## config.mk

```make
export PLATFORM = sky130hd
export DESIGN_NAME = incl_cache_ctl
export DESIGN_NICKNAME = d
export VERILOG_FILES = /design/src/rtl/ilc_pkg.sv /design/src/rtl/ilc_tag_array.sv /design/src/rtl/ilc_ctrl.sv /design/src/rtl/incl_cache_ctl.sv
export SDC_FILE = /design/constraint.sdc
export NUM_CORES = 1
export LEC_CHECK = 0
export ABC_AREA = 1
export BUFFER_PORTS_ARGS = -buffer_cell sky130_fd_sc_hd__clkbuf_2
export CAP_MARGIN = 15
export CORE_UTILIZATION = 37
export DETAILED_ROUTE_END_ITERATION = 7
export PLACE_DENSITY = 0.56
export SLEW_MARGIN = 20
export SYNTH_ARGS = -nofsm -noshare
export SYNTH_HDL_FRONTEND = slang
export SYNTH_HIERARCHICAL = 1
export SYNTH_SLANG_ARGS = --single-unit
```

## constraint.sdc

```tcl
create_clock -name clk -period 5.4 [get_ports clk]
set_clock_uncertainty 0.05 [all_clocks]
set_input_delay 1.08 -clock clk [delete_from_list [all_inputs] [get_ports clk]]
set_output_delay 1.08 -clock clk [all_outputs]
set_load 0.05 [all_outputs]
```

## src/rtl/ilc_pkg.sv

```systemverilog
package ilc_pkg;
   typedef enum logic [1:0] {ST_I = 2'd0, ST_S = 2'd1, ST_M = 2'd2} line_st_t;
   typedef enum logic [1:0] {OP_RD = 2'd0, OP_WR = 2'd1, OP_EV1 = 2'd2, OP_EV2 = 2'd3} op_t;
   typedef enum logic [1:0] {BC_RD = 2'd0, BC_RDX = 2'd1, BC_UPG = 2'd2, BC_WB = 2'd3} bus_cmd_t;
   typedef enum logic [1:0] {LK_RD = 2'd0, LK_RDX = 2'd1, LK_UPG = 2'd2, LK_WB = 2'd3} l2_kind_t;
   typedef enum logic [2:0] {
      CS_IDLE, CS_L1, CS_L2, CS_EVX, CS_WB, CS_BUS, CS_FIN
   } ctl_st_t;
endpackage

```

## src/rtl/ilc_tag_array.sv

```systemverilog
module ilc_tag_array
   import ilc_pkg::*;
#(
   parameter int ADDR_W = 8,
   parameter int SETS   = 4
) (
   input  logic              clk,
   input  logic              rst_n,
   input  logic [ADDR_W-1:0] look_addr,
   output line_st_t          look_st,
   output line_st_t          vic_st,
   output logic [ADDR_W-1:0] vic_addr,
   input  logic [ADDR_W-1:0] probe_addr,
   output line_st_t          probe_st,
   input  logic              wr_en,
   input  logic [ADDR_W-1:0] wr_addr,
   input  line_st_t          wr_st
);
   localparam int IDX_W = $clog2(SETS);
   localparam int TAG_W = ADDR_W - IDX_W;

   initial begin
      assert (SETS >= 2 && (1 << IDX_W) == SETS)
         else $error("tag array: SETS must be a power of two, at least 2");
      assert (TAG_W >= 1)
         else $error("tag array: ADDR_W too small for SETS");
   end

   logic [TAG_W-1:0] tag_q [SETS];
   line_st_t         st_q  [SETS];

   logic [IDX_W-1:0] look_idx, probe_idx, wr_idx;
   assign look_idx  = look_addr[IDX_W-1:0];
   assign probe_idx = probe_addr[IDX_W-1:0];
   assign wr_idx    = wr_addr[IDX_W-1:0];

   for (genvar g = 0; g < SETS; g++) begin : g_set
      always_ff @(posedge clk) begin
         if (!rst_n) begin
            st_q[g]  <= ST_I;
            tag_q[g] <= '0;
         end else if (wr_en && wr_idx == IDX_W'(g)) begin
            st_q[g]  <= wr_st;
            tag_q[g] <= wr_addr[ADDR_W-1:IDX_W];
         end
      end
   end

   always_comb begin
      vic_st   = st_q[look_idx];
      vic_addr = {tag_q[look_idx], look_idx};
      look_st  = (tag_q[look_idx] == look_addr[ADDR_W-1:IDX_W]) ? st_q[look_idx] : ST_I;
      probe_st = (tag_q[probe_idx] == probe_addr[ADDR_W-1:IDX_W]) ? st_q[probe_idx] : ST_I;
   end
endmodule

```

## src/rtl/ilc_ctrl.sv

```systemverilog
module ilc_ctrl
   import ilc_pkg::*;
#(
   parameter int ADDR_W = 8
) (
   input  logic              clk,
   input  logic              rst_n,
   input  logic              req_valid,
   input  op_t               req_op,
   input  logic [ADDR_W-1:0] req_addr,
   output logic              req_ready,
   output logic              req_done,
   output logic [ADDR_W-1:0] l1_look_addr,
   input  line_st_t          l1_hit_st,
   input  line_st_t          l1_vic_st,
   input  logic [ADDR_W-1:0] l1_vic_addr,
   output logic              l1_wr_en,
   output logic [ADDR_W-1:0] l1_wr_addr,
   output line_st_t          l1_wr_st,
   output logic [ADDR_W-1:0] l2_look_addr,
   input  line_st_t          l2_hit_st,
   input  line_st_t          l2_vic_st,
   input  logic [ADDR_W-1:0] l2_vic_addr,
   output logic              l2_wr_en,
   output logic [ADDR_W-1:0] l2_wr_addr,
   output line_st_t          l2_wr_st,
   output logic              l2req_valid,
   output l2_kind_t          l2req_kind,
   output logic [ADDR_W-1:0] l2req_addr,
   output logic              l1inv_valid,
   output logic [ADDR_W-1:0] l1inv_addr,
   output logic              bus_req,
   output bus_cmd_t          bus_cmd,
   output logic [ADDR_W-1:0] bus_addr,
   input  logic              bus_done
);
   ctl_st_t           cs_q, cs_d;
   op_t               op_q, op_d;
   logic [ADDR_W-1:0] addr_q, addr_d, vic_q, vic_d;
   logic              vic_m_q, vic_m_d, then_bus_q, then_bus_d;
   bus_cmd_t          cmd_q, cmd_d;

   always_ff @(posedge clk) begin
      if (!rst_n) begin
         cs_q       <= CS_IDLE;
         op_q       <= OP_RD;
         addr_q     <= '0;
         vic_q      <= '0;
         vic_m_q    <= 1'b0;
         then_bus_q <= 1'b0;
         cmd_q      <= BC_RD;
      end else begin
         cs_q       <= cs_d;
         op_q       <= op_d;
         addr_q     <= addr_d;
         vic_q      <= vic_d;
         vic_m_q    <= vic_m_d;
         then_bus_q <= then_bus_d;
         cmd_q      <= cmd_d;
      end
   end

   assign l1_look_addr = (cs_q == CS_EVX) ? vic_q : addr_q;
   assign l2_look_addr = addr_q;

   always_comb begin
      cs_d = cs_q; op_d = op_q; addr_d = addr_q; vic_d = vic_q;
      vic_m_d = vic_m_q; then_bus_d = then_bus_q; cmd_d = cmd_q;
      req_ready = 1'b0; req_done = 1'b0;
      l1_wr_en = 1'b0; l1_wr_addr = addr_q; l1_wr_st = ST_I;
      l2_wr_en = 1'b0; l2_wr_addr = addr_q; l2_wr_st = ST_I;
      l2req_valid = 1'b0; l2req_kind = LK_RD; l2req_addr = addr_q;
      l1inv_valid = 1'b0; l1inv_addr = vic_q;
      bus_req = 1'b0; bus_cmd = cmd_q; bus_addr = addr_q;
      unique case (cs_q)
         CS_IDLE: begin
            req_ready = 1'b1;
            if (req_valid) begin
               op_d = req_op; addr_d = req_addr; cs_d = CS_L1;
            end
         end
         CS_L1: begin
            if (op_q == OP_EV2) begin
               if (l2_hit_st != ST_I) begin
                  vic_d = addr_q; vic_m_d = (l2_hit_st == ST_M);
                  then_bus_d = 1'b0; cs_d = CS_EVX;
               end else cs_d = CS_FIN;
            end else if (op_q == OP_EV1) begin
               if (l1_hit_st != ST_I) begin
                  l1_wr_en = 1'b1;
                  if (l1_hit_st == ST_M) begin
                     l2req_valid = 1'b1; l2req_kind = LK_WB;
                  end
               end
               cs_d = CS_FIN;
            end else if (l1_hit_st == ST_M || (l1_hit_st == ST_S && op_q == OP_RD)) begin
               cs_d = CS_FIN;
            end else begin
               if (l1_hit_st == ST_I && l1_vic_st != ST_I) begin
                  l1_wr_en = 1'b1; l1_wr_addr = l1_vic_addr;
                  if (l1_vic_st == ST_M) begin
                     l2req_valid = 1'b1; l2req_kind = LK_WB; l2req_addr = l1_vic_addr;
                  end
               end
               cs_d = CS_L2;
            end
         end
         CS_L2: begin
            l2req_valid = 1'b1;
            if (op_q == OP_RD) l2req_kind = LK_RD;
            else l2req_kind = (l1_hit_st == ST_S) ? LK_UPG : LK_RDX;
            if (op_q == OP_RD && l2_hit_st != ST_I) begin
               l1_wr_en = 1'b1; l1_wr_st = ST_S; cs_d = CS_FIN;
            end else if (op_q != OP_RD && l2_hit_st == ST_M) begin
               l1_wr_en = 1'b1; l1_wr_st = ST_M; cs_d = CS_FIN;
            end else if (op_q != OP_RD && l2_hit_st == ST_S) begin
               cmd_d = BC_UPG; cs_d = CS_BUS;
            end else begin
               cmd_d = (op_q == OP_RD) ? BC_RD : BC_RDX;
               if (l2_vic_st != ST_I) begin
                  vic_d = l2_vic_addr; vic_m_d = (l2_vic_st == ST_M);
                  then_bus_d = 1'b1; cs_d = CS_EVX;
               end else cs_d = CS_BUS;
            end
         end
         CS_EVX: begin
            l1inv_valid = 1'b1;
            if (l1_hit_st != ST_I) begin
               l1_wr_en = 1'b1; l1_wr_addr = vic_q;
            end
            if (vic_m_q) cs_d = CS_WB;
            else begin
               l2_wr_en = 1'b1; l2_wr_addr = vic_q;
               cs_d = then_bus_q ? CS_BUS : CS_FIN;
            end
         end
         CS_WB: begin
            bus_req = 1'b1; bus_cmd = BC_WB; bus_addr = vic_q;
            if (bus_done) begin
               l2_wr_en = 1'b1; l2_wr_addr = vic_q;
               cs_d = then_bus_q ? CS_BUS : CS_FIN;
            end
         end
         CS_BUS: begin
            bus_req = 1'b1;
            if (bus_done) begin
               l1_wr_en = 1'b1; l2_wr_en = 1'b1;
               l1_wr_st = (cmd_q == BC_RD) ? ST_S : ST_M;
               l2_wr_st = (cmd_q == BC_RD) ? ST_S : ST_M;
               cs_d = CS_FIN;
            end
         end
         CS_FIN: begin
            req_done = 1'b1; cs_d = CS_IDLE;
         end
         default: cs_d = CS_IDLE;
      endcase
   end

   AST_READY_DROP: assert property (@(posedge clk) disable iff (!rst_n)
      req_valid && req_ready |=> !req_ready);
   AST_BUS_HOLD: assert property (@(posedge clk) disable iff (!rst_n)
      bus_req && !bus_done |=> bus_req && $stable(bus_cmd) && $stable(bus_addr));
   AST_DONE_IDLE: assert property (@(posedge clk) disable iff (!rst_n)
      req_done |=> req_ready);
   AST_NOTICE_QUIET_BUS: assert property (@(posedge clk) disable iff (!rst_n)
      l1inv_valid |-> !bus_req);
endmodule

```

## src/rtl/incl_cache_ctl.sv

```systemverilog
module incl_cache_ctl
   import ilc_pkg::*;
#(
   parameter int ADDR_W  = 8,
   parameter int L1_SETS = 4,
   parameter int L2_SETS = 16
) (
   input  logic              clk,
   input  logic              rst_n,
   input  logic              req_valid,
   input  logic [1:0]        req_op,
   input  logic [ADDR_W-1:0] req_addr,
   output logic              req_ready,
   output logic              req_done,
   output logic              l2req_valid,
   output logic [1:0]        l2req_kind,
   output logic [ADDR_W-1:0] l2req_addr,
   output logic              l1inv_valid,
   output logic [ADDR_W-1:0] l1inv_addr,
   output logic              bus_req,
   output logic [1:0]        bus_cmd,
   output logic [ADDR_W-1:0] bus_addr,
   input  logic              bus_done,
   input  logic [ADDR_W-1:0] probe_addr,
   output logic [1:0]        probe_l1_st,
   output logic [1:0]        probe_l2_st
);
   initial begin
      assert (L2_SETS >= L1_SETS)
         else $error("second level must have at least as many sets as the first");
   end

   logic [ADDR_W-1:0] l1_look, l1_vic_a, l1_wa, l2_look, l2_vic_a, l2_wa;
   line_st_t          l1_hit, l1_vic, l1_ws, l2_hit, l2_vic, l2_ws, p1, p2;
   logic              l1_we, l2_we;
   l2_kind_t          kind;
   bus_cmd_t          cmd;

   ilc_tag_array #(.ADDR_W(ADDR_W), .SETS(L1_SETS)) u_l1 (
      .clk, .rst_n, .look_addr(l1_look), .look_st(l1_hit), .vic_st(l1_vic),
      .vic_addr(l1_vic_a), .probe_addr, .probe_st(p1),
      .wr_en(l1_we), .wr_addr(l1_wa), .wr_st(l1_ws));

   ilc_tag_array #(.ADDR_W(ADDR_W), .SETS(L2_SETS)) u_l2 (
      .clk, .rst_n, .look_addr(l2_look), .look_st(l2_hit), .vic_st(l2_vic),
      .vic_addr(l2_vic_a), .probe_addr, .probe_st(p2),
      .wr_en(l2_we), .wr_addr(l2_wa), .wr_st(l2_ws));

   ilc_ctrl #(.ADDR_W(ADDR_W)) u_ctrl (
      .clk, .rst_n, .req_valid, .req_op(op_t'(req_op)), .req_addr,
      .req_ready, .req_done,
      .l1_look_addr(l1_look), .l1_hit_st(l1_hit), .l1_vic_st(l1_vic), .l1_vic_addr(l1_vic_a),
      .l1_wr_en(l1_we), .l1_wr_addr(l1_wa), .l1_wr_st(l1_ws),
      .l2_look_addr(l2_look), .l2_hit_st(l2_hit), .l2_vic_st(l2_vic), .l2_vic_addr(l2_vic_a),
      .l2_wr_en(l2_we), .l2_wr_addr(l2_wa), .l2_wr_st(l2_ws),
      .l2req_valid, .l2req_kind(kind), .l2req_addr,
      .l1inv_valid, .l1inv_addr,
      .bus_req, .bus_cmd(cmd), .bus_addr, .bus_done);

   assign l2req_kind  = kind;
   assign bus_cmd     = cmd;
   assign probe_l1_st = p1;
   assign probe_l2_st = p2;

   AST_INCLUSION: assert property (@(posedge clk) disable iff (!rst_n)
      probe_l1_st != 2'd0 |-> probe_l2_st != 2'd0);
   AST_DIRTY_INCLUSION: assert property (@(posedge clk) disable iff (!rst_n)
      probe_l1_st == 2'd2 |-> probe_l2_st == 2'd2);
endmodule

```

# [Yosys cells after proc, flatten, opt, wreduce, memory -nomap -nowiden]
# Memories as Yosys holds them, arrays and structs flattened. A register that Yosys moved wholly into a read port is not among the register bits.
# Cells that the tools add are included.
[op_classes] eq_ne=45 n_mux=203 n_bitwise=42 n_reduce_logical=43
[ops] operator="$mux W8" count=21
[ops] operator="$mux W1" count=94
[ops] operator="$mux W2" count=41
[ops] operator="$mux W4" count=20
[ops] operator="$pmux W8 S2" count=3
[ops] operator="$or A1 B1 Y1" count=40
[ops] operator="$mux W3" count=12
[ops] operator="$eq A4 B4 Y1 const B" count=8
[ops] operator="$logic_and A1 B1 Y1" count=25
[ops] operator="$mux W6" count=4
[ops] operator="$pmux W3 S6" count=1
[ops] operator="$eq A2 B2 Y1 const B" count=8
[ops] operator="$eq A4 B3 Y1 const B" count=4
[ops] operator="$eq A6 B6 Y1" count=2
[ops] operator="$ne A2 B2 Y1 const B" count=6
[ops] operator="$reduce_bool A2 Y1" count=6
[ops] operator="$eq A3 B3 Y1 const B" count=3
[ops] operator="$eq A4 B2 Y1 const B" count=2
[ops] operator="$eq A4 B4 Y1" count=2
[ops] operator="$logic_not A2 Y1" count=4
[ops] operator="$pmux W1 S2" count=4
[ops] operator="$pmux W2 S2" count=2
[ops] operator="$reduce_and A7 Y1" count=1
[ops] operator="$eq A2 B1 Y1 const B" count=3
[ops] operator="other kinds (12)" count=17
[word_totals] reg_bits=25 ram_bits=128 in_bits=22 out_inout_bits=37 elab_cells=344 n_memories=4
[mem_list] name="u_l2.tag_q" words=16 width=4 rd=2 rd_clocked_by_memory_dff=1 write_ports=16 line_no="ilc_tag_array.sv:29" text="logic [TAG_W-1:0] tag_q [SETS];"
[mem_list] name="u_l2.st_q" words=16 width=2 rd=2 rd_clocked_by_memory_dff=1 write_ports=16 line_no="ilc_tag_array.sv:30" text="line_st_t st_q [SETS];"
[mem_list] name="u_l1.tag_q" words=4 width=6 rd=2 rd_clocked_by_memory_dff=0 write_ports=4 line_no="ilc_tag_array.sv:29"
[mem_list] name="u_l1.st_q" words=4 width=2 rd=2 rd_clocked_by_memory_dff=0 write_ports=4 line_no="ilc_tag_array.sv:30"

# [Longest topological paths before layout]
# An unclocked memory read counts as a cell.
[depth] depth_word=18 depth_mapped=27 ltp_nobuf=24

# [Hierarchy]
# The synthesis kept the hierarchy.
[by_module_without_submodules] mod="ilc_tag_array at u_l2" n_inst=1 cells_each=764 area_per_inst_um2=5819.3 seq_area_each_um2=2882.8
[by_module_without_submodules] mod="ilc_ctrl" n_inst=1 cells_each=421 area_per_inst_um2=2306.0 seq_area_each_um2=500.5
[by_module_without_submodules] mod="ilc_tag_array at u_l1" n_inst=1 cells_each=271 area_per_inst_um2=1994.4 seq_area_each_um2=960.9

# [Worst setup path after synthesis]
# OpenSTA, ideal clock, no wires.
[synth_path] path_type="reg-to-output" from="reg u_ctrl.cs_q[0]" to="out l2req_addr[0]" arrival_ns=4.423 required_ns=4.270 path_slack_ns=-0.153 path_stages_with_launch=22 n_path_buf=3 path_cell_list="dfxtp_1 buf_2 nand2_2 nor2_2 clkbuf_1 o21ai_0 inv_2 nand3_1 nand2_1 nand2_1 nand2_1 nor2_1 nand3_1 nor2_1 inv_1 nand2_2 nor2_1 nand2_1 inv_1 nand4_4 buf_2 o21ai_0"
[synth_via] elab_chain_cells=12 word_cells_on_any_way=21 classes_between="eq/ne (6); mux (8); reduce/logical (5); memory (2)"
[synth_rtl] item="from (decl)" line_no="ilc_ctrl.sv:37" text="ctl_st_t cs_q, cs_d;"
[synth_rtl] item="from (signal assigned)" line_no="ilc_ctrl.sv:53" text="cs_q <= cs_d;"
[synth_rtl] item="$eq A3 B2 Y1 (*)" line_no="ilc_ctrl.sv:63" text="assign l1_look_addr = (cs_q == CS_EVX) ? vic_q : addr_q;"
[synth_rtl] item="$mux W8 (*)" line_no="ilc_ctrl.sv:63"
[synth_rtl] item="net l1_look[1]" line_no="incl_cache_ctl.sv:33" text="logic [ADDR_W-1:0] l1_look, l1_vic_a, l1_wa, l2_look, l2_vic_a, l2_wa;"
[synth_rtl] item="$mem_v2 Z4 W6"
[synth_rtl] item="$eq A6 B6 Y1" line_no="ilc_tag_array.sv:52" text="look_st = (tag_q[look_idx] == look_addr[ADDR_W-1:IDX_W]) ? st_q[look_idx] : ST_I;"
[synth_rtl] item="$mux W2 (*)" line_no="ilc_tag_array.sv:52"
[synth_rtl] item="net l1_hit[0]" line_no="incl_cache_ctl.sv:34" text="line_st_t l1_hit, l1_vic, l1_ws, l2_hit, l2_vic, l2_ws, p1, p2;"
[synth_rtl] item="$logic_not A2 Y1 or $eq A2 B1 Y1 (tied branches)" line_no="ilc_ctrl.sv:99, ilc_ctrl.sv:96"
[synth_rtl] item="$logic_and A1 B1 Y1, on equally long branches" line_no="ilc_ctrl.sv:99, ilc_ctrl.sv:96"
[synth_rtl] item="$mux W8 or $logic_or A1 B1 Y1 (tied branches)" line_no="ilc_ctrl.sv:99, ilc_ctrl.sv:96"
[synth_rtl] item="$mux W8 (*)" line_no="ilc_ctrl.sv:96" text="end else if (l1_hit_st == ST_M || (l1_hit_st == ST_S && op_q == OP_RD)) begin"
[synth_rtl] item="$mux W8 (*)" line_no="ilc_ctrl.sv:88" text="end else if (op_q == OP_EV1) begin"
[synth_rtl] item="$mux W8 (*)" line_no="ilc_ctrl.sv:83" text="if (op_q == OP_EV2) begin"
[synth_rtl] item="$mux W8 (*)" line_no="ilc_ctrl.sv:75" text="unique case (cs_q)"
[synth_rtl] item="to (decl)" line_no="incl_cache_ctl.sv:17" text="output logic [ADDR_W-1:0] l2req_addr,"
# Mark *: on every way through the listed nets, which the timed path passes. The rest lies on a longest branch.

# [Worst setup path after layout]
[layout_path] from="reg u_ctrl.cs_q[2]" to="out l2req_addr[6]"
[layout_via] word_cells_on_any_way=21 classes_between="eq/ne (6); mux (8); reduce/logical (5); memory (2)"
[layout_lines] item="$eq A3 B2 Y1 (*)" line_no="ilc_ctrl.sv:63"
[layout_lines] item="$mux W8 (*)" line_no="ilc_ctrl.sv:63"
[layout_lines] item="net l1_look[4]" line_no="incl_cache_ctl.sv:33"
[layout_lines] item="$eq A6 B6 Y1 (*)" line_no="ilc_tag_array.sv:52"
[layout_lines] item="$mux W2 (*)" line_no="ilc_tag_array.sv:52"
[layout_lines] item="net l1_hit[0]" line_no="incl_cache_ctl.sv:34"
[layout_lines] item="$logic_not A2 Y1 or $eq A2 B1 Y1 (tied branches)" line_no="ilc_ctrl.sv:99, ilc_ctrl.sv:96"
[layout_lines] item="$logic_and A1 B1 Y1, on equally long branches" line_no="ilc_ctrl.sv:99, ilc_ctrl.sv:96"
[layout_lines] item="$mux W8 or $logic_or A1 B1 Y1 (tied branches)" line_no="ilc_ctrl.sv:99, ilc_ctrl.sv:96"
[layout_lines] item="$mux W8 (*)" line_no="ilc_ctrl.sv:96"
[layout_lines] item="$mux W8 (*)" line_no="ilc_ctrl.sv:88"
[layout_lines] item="$mux W8 (*)" line_no="ilc_ctrl.sv:83"
[layout_lines] item="$mux W8 (*)" line_no="ilc_ctrl.sv:75"
# Marked as above.

==> impl_metrics.tcl <==
set metrics [dict create \
    endpoint_kind "output pin" \
    cts_buffer_depth 2 \
    routedWlPerCell_microns 19.2 \
    gp_congestion 0.935 \
    drt_iter0_drc 1217 \
    cts.sinks 153 \
    grt_max_degree 59 \
    path_class "register to output pin" \
    hold_viol 0 \
    drive_gt1_share_pct 9.49 \
    crit_fanout 33 \
    synth-main-ff-cell "edfxtp_1" \
    netlist_instances 1456 \
    htree_levels 4 \
    dp_cells 1800 \
    grt_first_pass_wirelength_microns 53600 \
    grt_antenna_before_repair 0 \
    cp.required_ns 4.27 \
    fin_crit_sh_pct 94.0 \
    crit_buf_inv 5 \
    ant_nets 0 \
    nFillCells 2822 \
    die_w_microns 167 \
    yosysUniqueCellTypes 33 \
    setup_violations 0 \
    p_per_area_nw_per_um2 499 \
    drt-total-wl_microns 35300 \
    start_util_pct 37.7 \
    diodes 0 \
    worst_hold_slack_ns 0.433 \
    synth-edff-count 128 \
    post-dp-hpwl_microns 24400 \
    route.detailed.drc 0 \
    worstSetupStartpointType "register" \
    async_reset_ff_share_pct 0 \
    layout.nets 1505 \
    yosysTopAreaCell "edfxtp_1" \
    hold_buffers 0 \
    die_h_microns 167 \
    pin_count 59 \
    io_buffers 58 \
    path_clk_slew_ns 0.07 \
    viasPerCell 5.53 \
    path_cells "inv_2, nand2_2, nor2_4, buf_4, o21ai_0, nand3b_1, nand2_1, nor2_1, nand3_1, nor2_1, inv_1, nand2_2, nor2_1, nand2_2, inv_1, nand4_4, o21ai_1, buf_12" \
    cts_root_buffer "clkbuf_16" \
    leakage_uw 0.00481 \
    grt-ovfl-total 0 \
    cts_buffers 17 \
    maxCapViolCount 0 \
    synth_nets 1478 \
    critPathMaxStageDelay_ns 0.43 \
    drv_slew 0 \
    timing.fmax_mhz 197 \
    cts_tree "built" \
    syn_to_final_growth_pct 11.8 \
    synth_warnings 6 \
    crit_path_top_delay_cell "o21ai_1" \
    ys_seq_area_share_pct 42.9 \
    synth_top_cell_area_share_pct 38.0 \
    grt_pass1_vias 9070 \
    grt_util_all_layers_pct 25.3 \
    setup_tns_ns 0 \
    cp_top_family "simple AND/OR/NAND/NOR gates" \
    slew_headroom_pct 29.8 \
    rows 60 \
    num_vias 10158 \
    rsz0062_at_grt "false" \
    ir_drop_mv 0.269 \
    fin_crit_ns 5.08 \
    crit_arrival_ns 3.95 \
    die_area_sq_um 28000 \
    syn_area_sq_um 10100 \
    yosys_register_bits 153 \
    final_cells 1837 \
    status "finished clean" \
    insertion_delay_ns 0.43 \
    hold_class "register to register" \
    drt_first_pass_iters 7 \
    avgSynthCellArea_sq_um 6.95 \
    fp.coreArea_sq_um 26900 \
    synthTopCellsByArea "edfxtp_1 (38%), nand2_1 (14%), nand3_1 (8.9%)" \
    worstMarginPinSlew_ns 1.04 \
    final_util_pct 42.1 \
]
[cells in the mapped netlist, types with 3 or more instances]
| library cell | number |
|---|---|
| nand2_1 | 378 |
| nor2_1 | 230 |
| inv_1 | 184 |
| nand3_1 | 180 |
| edfxtp_1 | 128 |
| o21ai_0 | 103 |
| a21oi_1 | 48 |
| buf_2 | 27 |
| dfxtp_1 | 25 |
| clkbuf_1 | 24 |
| o211ai_1 | 19 |
| o21ai_1 | 15 |
| o221ai_1 | 15 |
| buf_4 | 13 |
| nand4_1 | 13 |
| nand3b_1 | 11 |
| inv_2 | 8 |
| buf_6 | 6 |
| nor2_2 | 5 |
| buf_1 | 3 |
| nand2_2 | 3 |
| o22ai_1 | 3 |
[flip-flops by register name, indices dropped and copies added, names as in the netlist]
| name | count |
|---|---|
| u_l2/tag_q | 64 |
| u_l2/st_q | 32 |
| u_l1/tag_q | 24 |
| u_ctrl/l1inv_addr | 8 |
| u_ctrl/l2_look_addr | 8 |
| u_l1/st_q | 8 |
| u_ctrl/cs_q | 3 |
| u_ctrl/cmd_q | 2 |
| u_ctrl/op_q | 2 |
| u_ctrl/then_bus_q | 1 |
| u_ctrl/vic_m_q | 1 |
[final timing paths]
kind,startpoint,end,slack [ns],cells past startpoint
setup / recovery,u_ctrl/cs_q[2],l2req_addr[6],0.32,18
hold / removal,u_ctrl/cmd_q[0],u_ctrl/cmd_q[0],0.43,2
setup reg to reg,u_ctrl/l2_look_addr[0],u_l1/tag_q[1][3],0.81,20
hold reg to reg,u_ctrl/cmd_q[0],u_ctrl/cmd_q[0],0.43,2
[where the power goes]
group	internal, uW	switching [uW]	total, uW
logic	754	2220	2970
registers	1410	113	1530
clock network	598	546	1140
[layout by cell type (no fill, tap or decap), types with 3 or more instances in the layout]
master	count
nor2_1	230
inv_2	8
clkinv_2	4
o22ai_1	3
buf_4	22
nand2_1	377
o221ai_1	15
clkinvlp_4	3
o211ai_1	19
clkbuf_16	17
nand3_1	180
dfxtp_1	23
nand2_2	4
o21ai_1	16
nand3b_1	11
inv_1	184
a21oi_1	48
inv_6	4
clkbuf_2	49
nand4_1	13
nor2_2	4
o21ai_0	100
edfxtp_1	128
buf_12	9
[logic make-up after synthesis]
| family | Yosys count | share of synthesized area (%) |
|---|---|---|
| compound gates | 206 | 11.3 |
| buf+inv | 267 | 11.2 |
| flops | 153 | 42.9 |
| simple gates | 830 | 34.6 |
[per-layer routing]
layer / vias to the layer above / global-route usage (%) / wire [microns]
met5: - / 0 / 0
met4: 0 / 7.74 / 764
met3: 55 / 4.28 / 3070
met2: 518 / 39.0 / 15800
met1: 4779 / 36.0 / 15600
li1: 4806 / - / -
[worst reg2reg max path, cell delays in order (launching register included)]
cell	delay, ns
dfxtp_2	0.32
buf_4	0.49
inv_2	0.62
nand2_1	0.19
nand3_1	0.11
nand3_1	0.16
nand3_1	0.17
nand2_1	0.14
nand2_1	0.06
nand2_1	0.05
nand2_1	0.05
inv_1	0.04
nand2_1	0.10
nor2_1	0.29
inv_1	0.10
nand2_1	0.16
nand2_1	0.13
nand2_1	0.13
nand4_1	0.31
nand3_1	0.19
nand2_1	0.32
[cell type report]
type,count,area (sq um),area share (%)
Tap cell,341,427,3.77
Sequential cell,153,4350,38.4
Clock buffer,17,425,3.76
Inverter,194,728,6.44
Clock inverter,15,118,1.04
Timing Repair Buffer,81,598,5.29
Multi-Input combinational cell,1036,4670,41.3
[what timing repair did]
action | CTS | global route
gates resized for setup | 3 | 6
buffers inserted | 0 | 5
endpoints found under the setup margin | 11 | 11
pin swaps | 0 | 1
[stage by stage]
| step | worst slack, ns | instance area, sq um | power (uW) |
|---|---|---|---|
| after floorplan | -0.153 | 10100 | 3530 |
| after global placement | 0.303 | 10700 | 4420 |
| after detailed placement | 0.174 | 10700 | 4440 |
| after CTS | 0.0464 | 11300 | 5580 |
| after global routing | 0.00625 | 11300 | 5960 |
| final | 0.324 | 11300 | 5640 |
No activity file was read; power rests on OpenSTA's default activity.
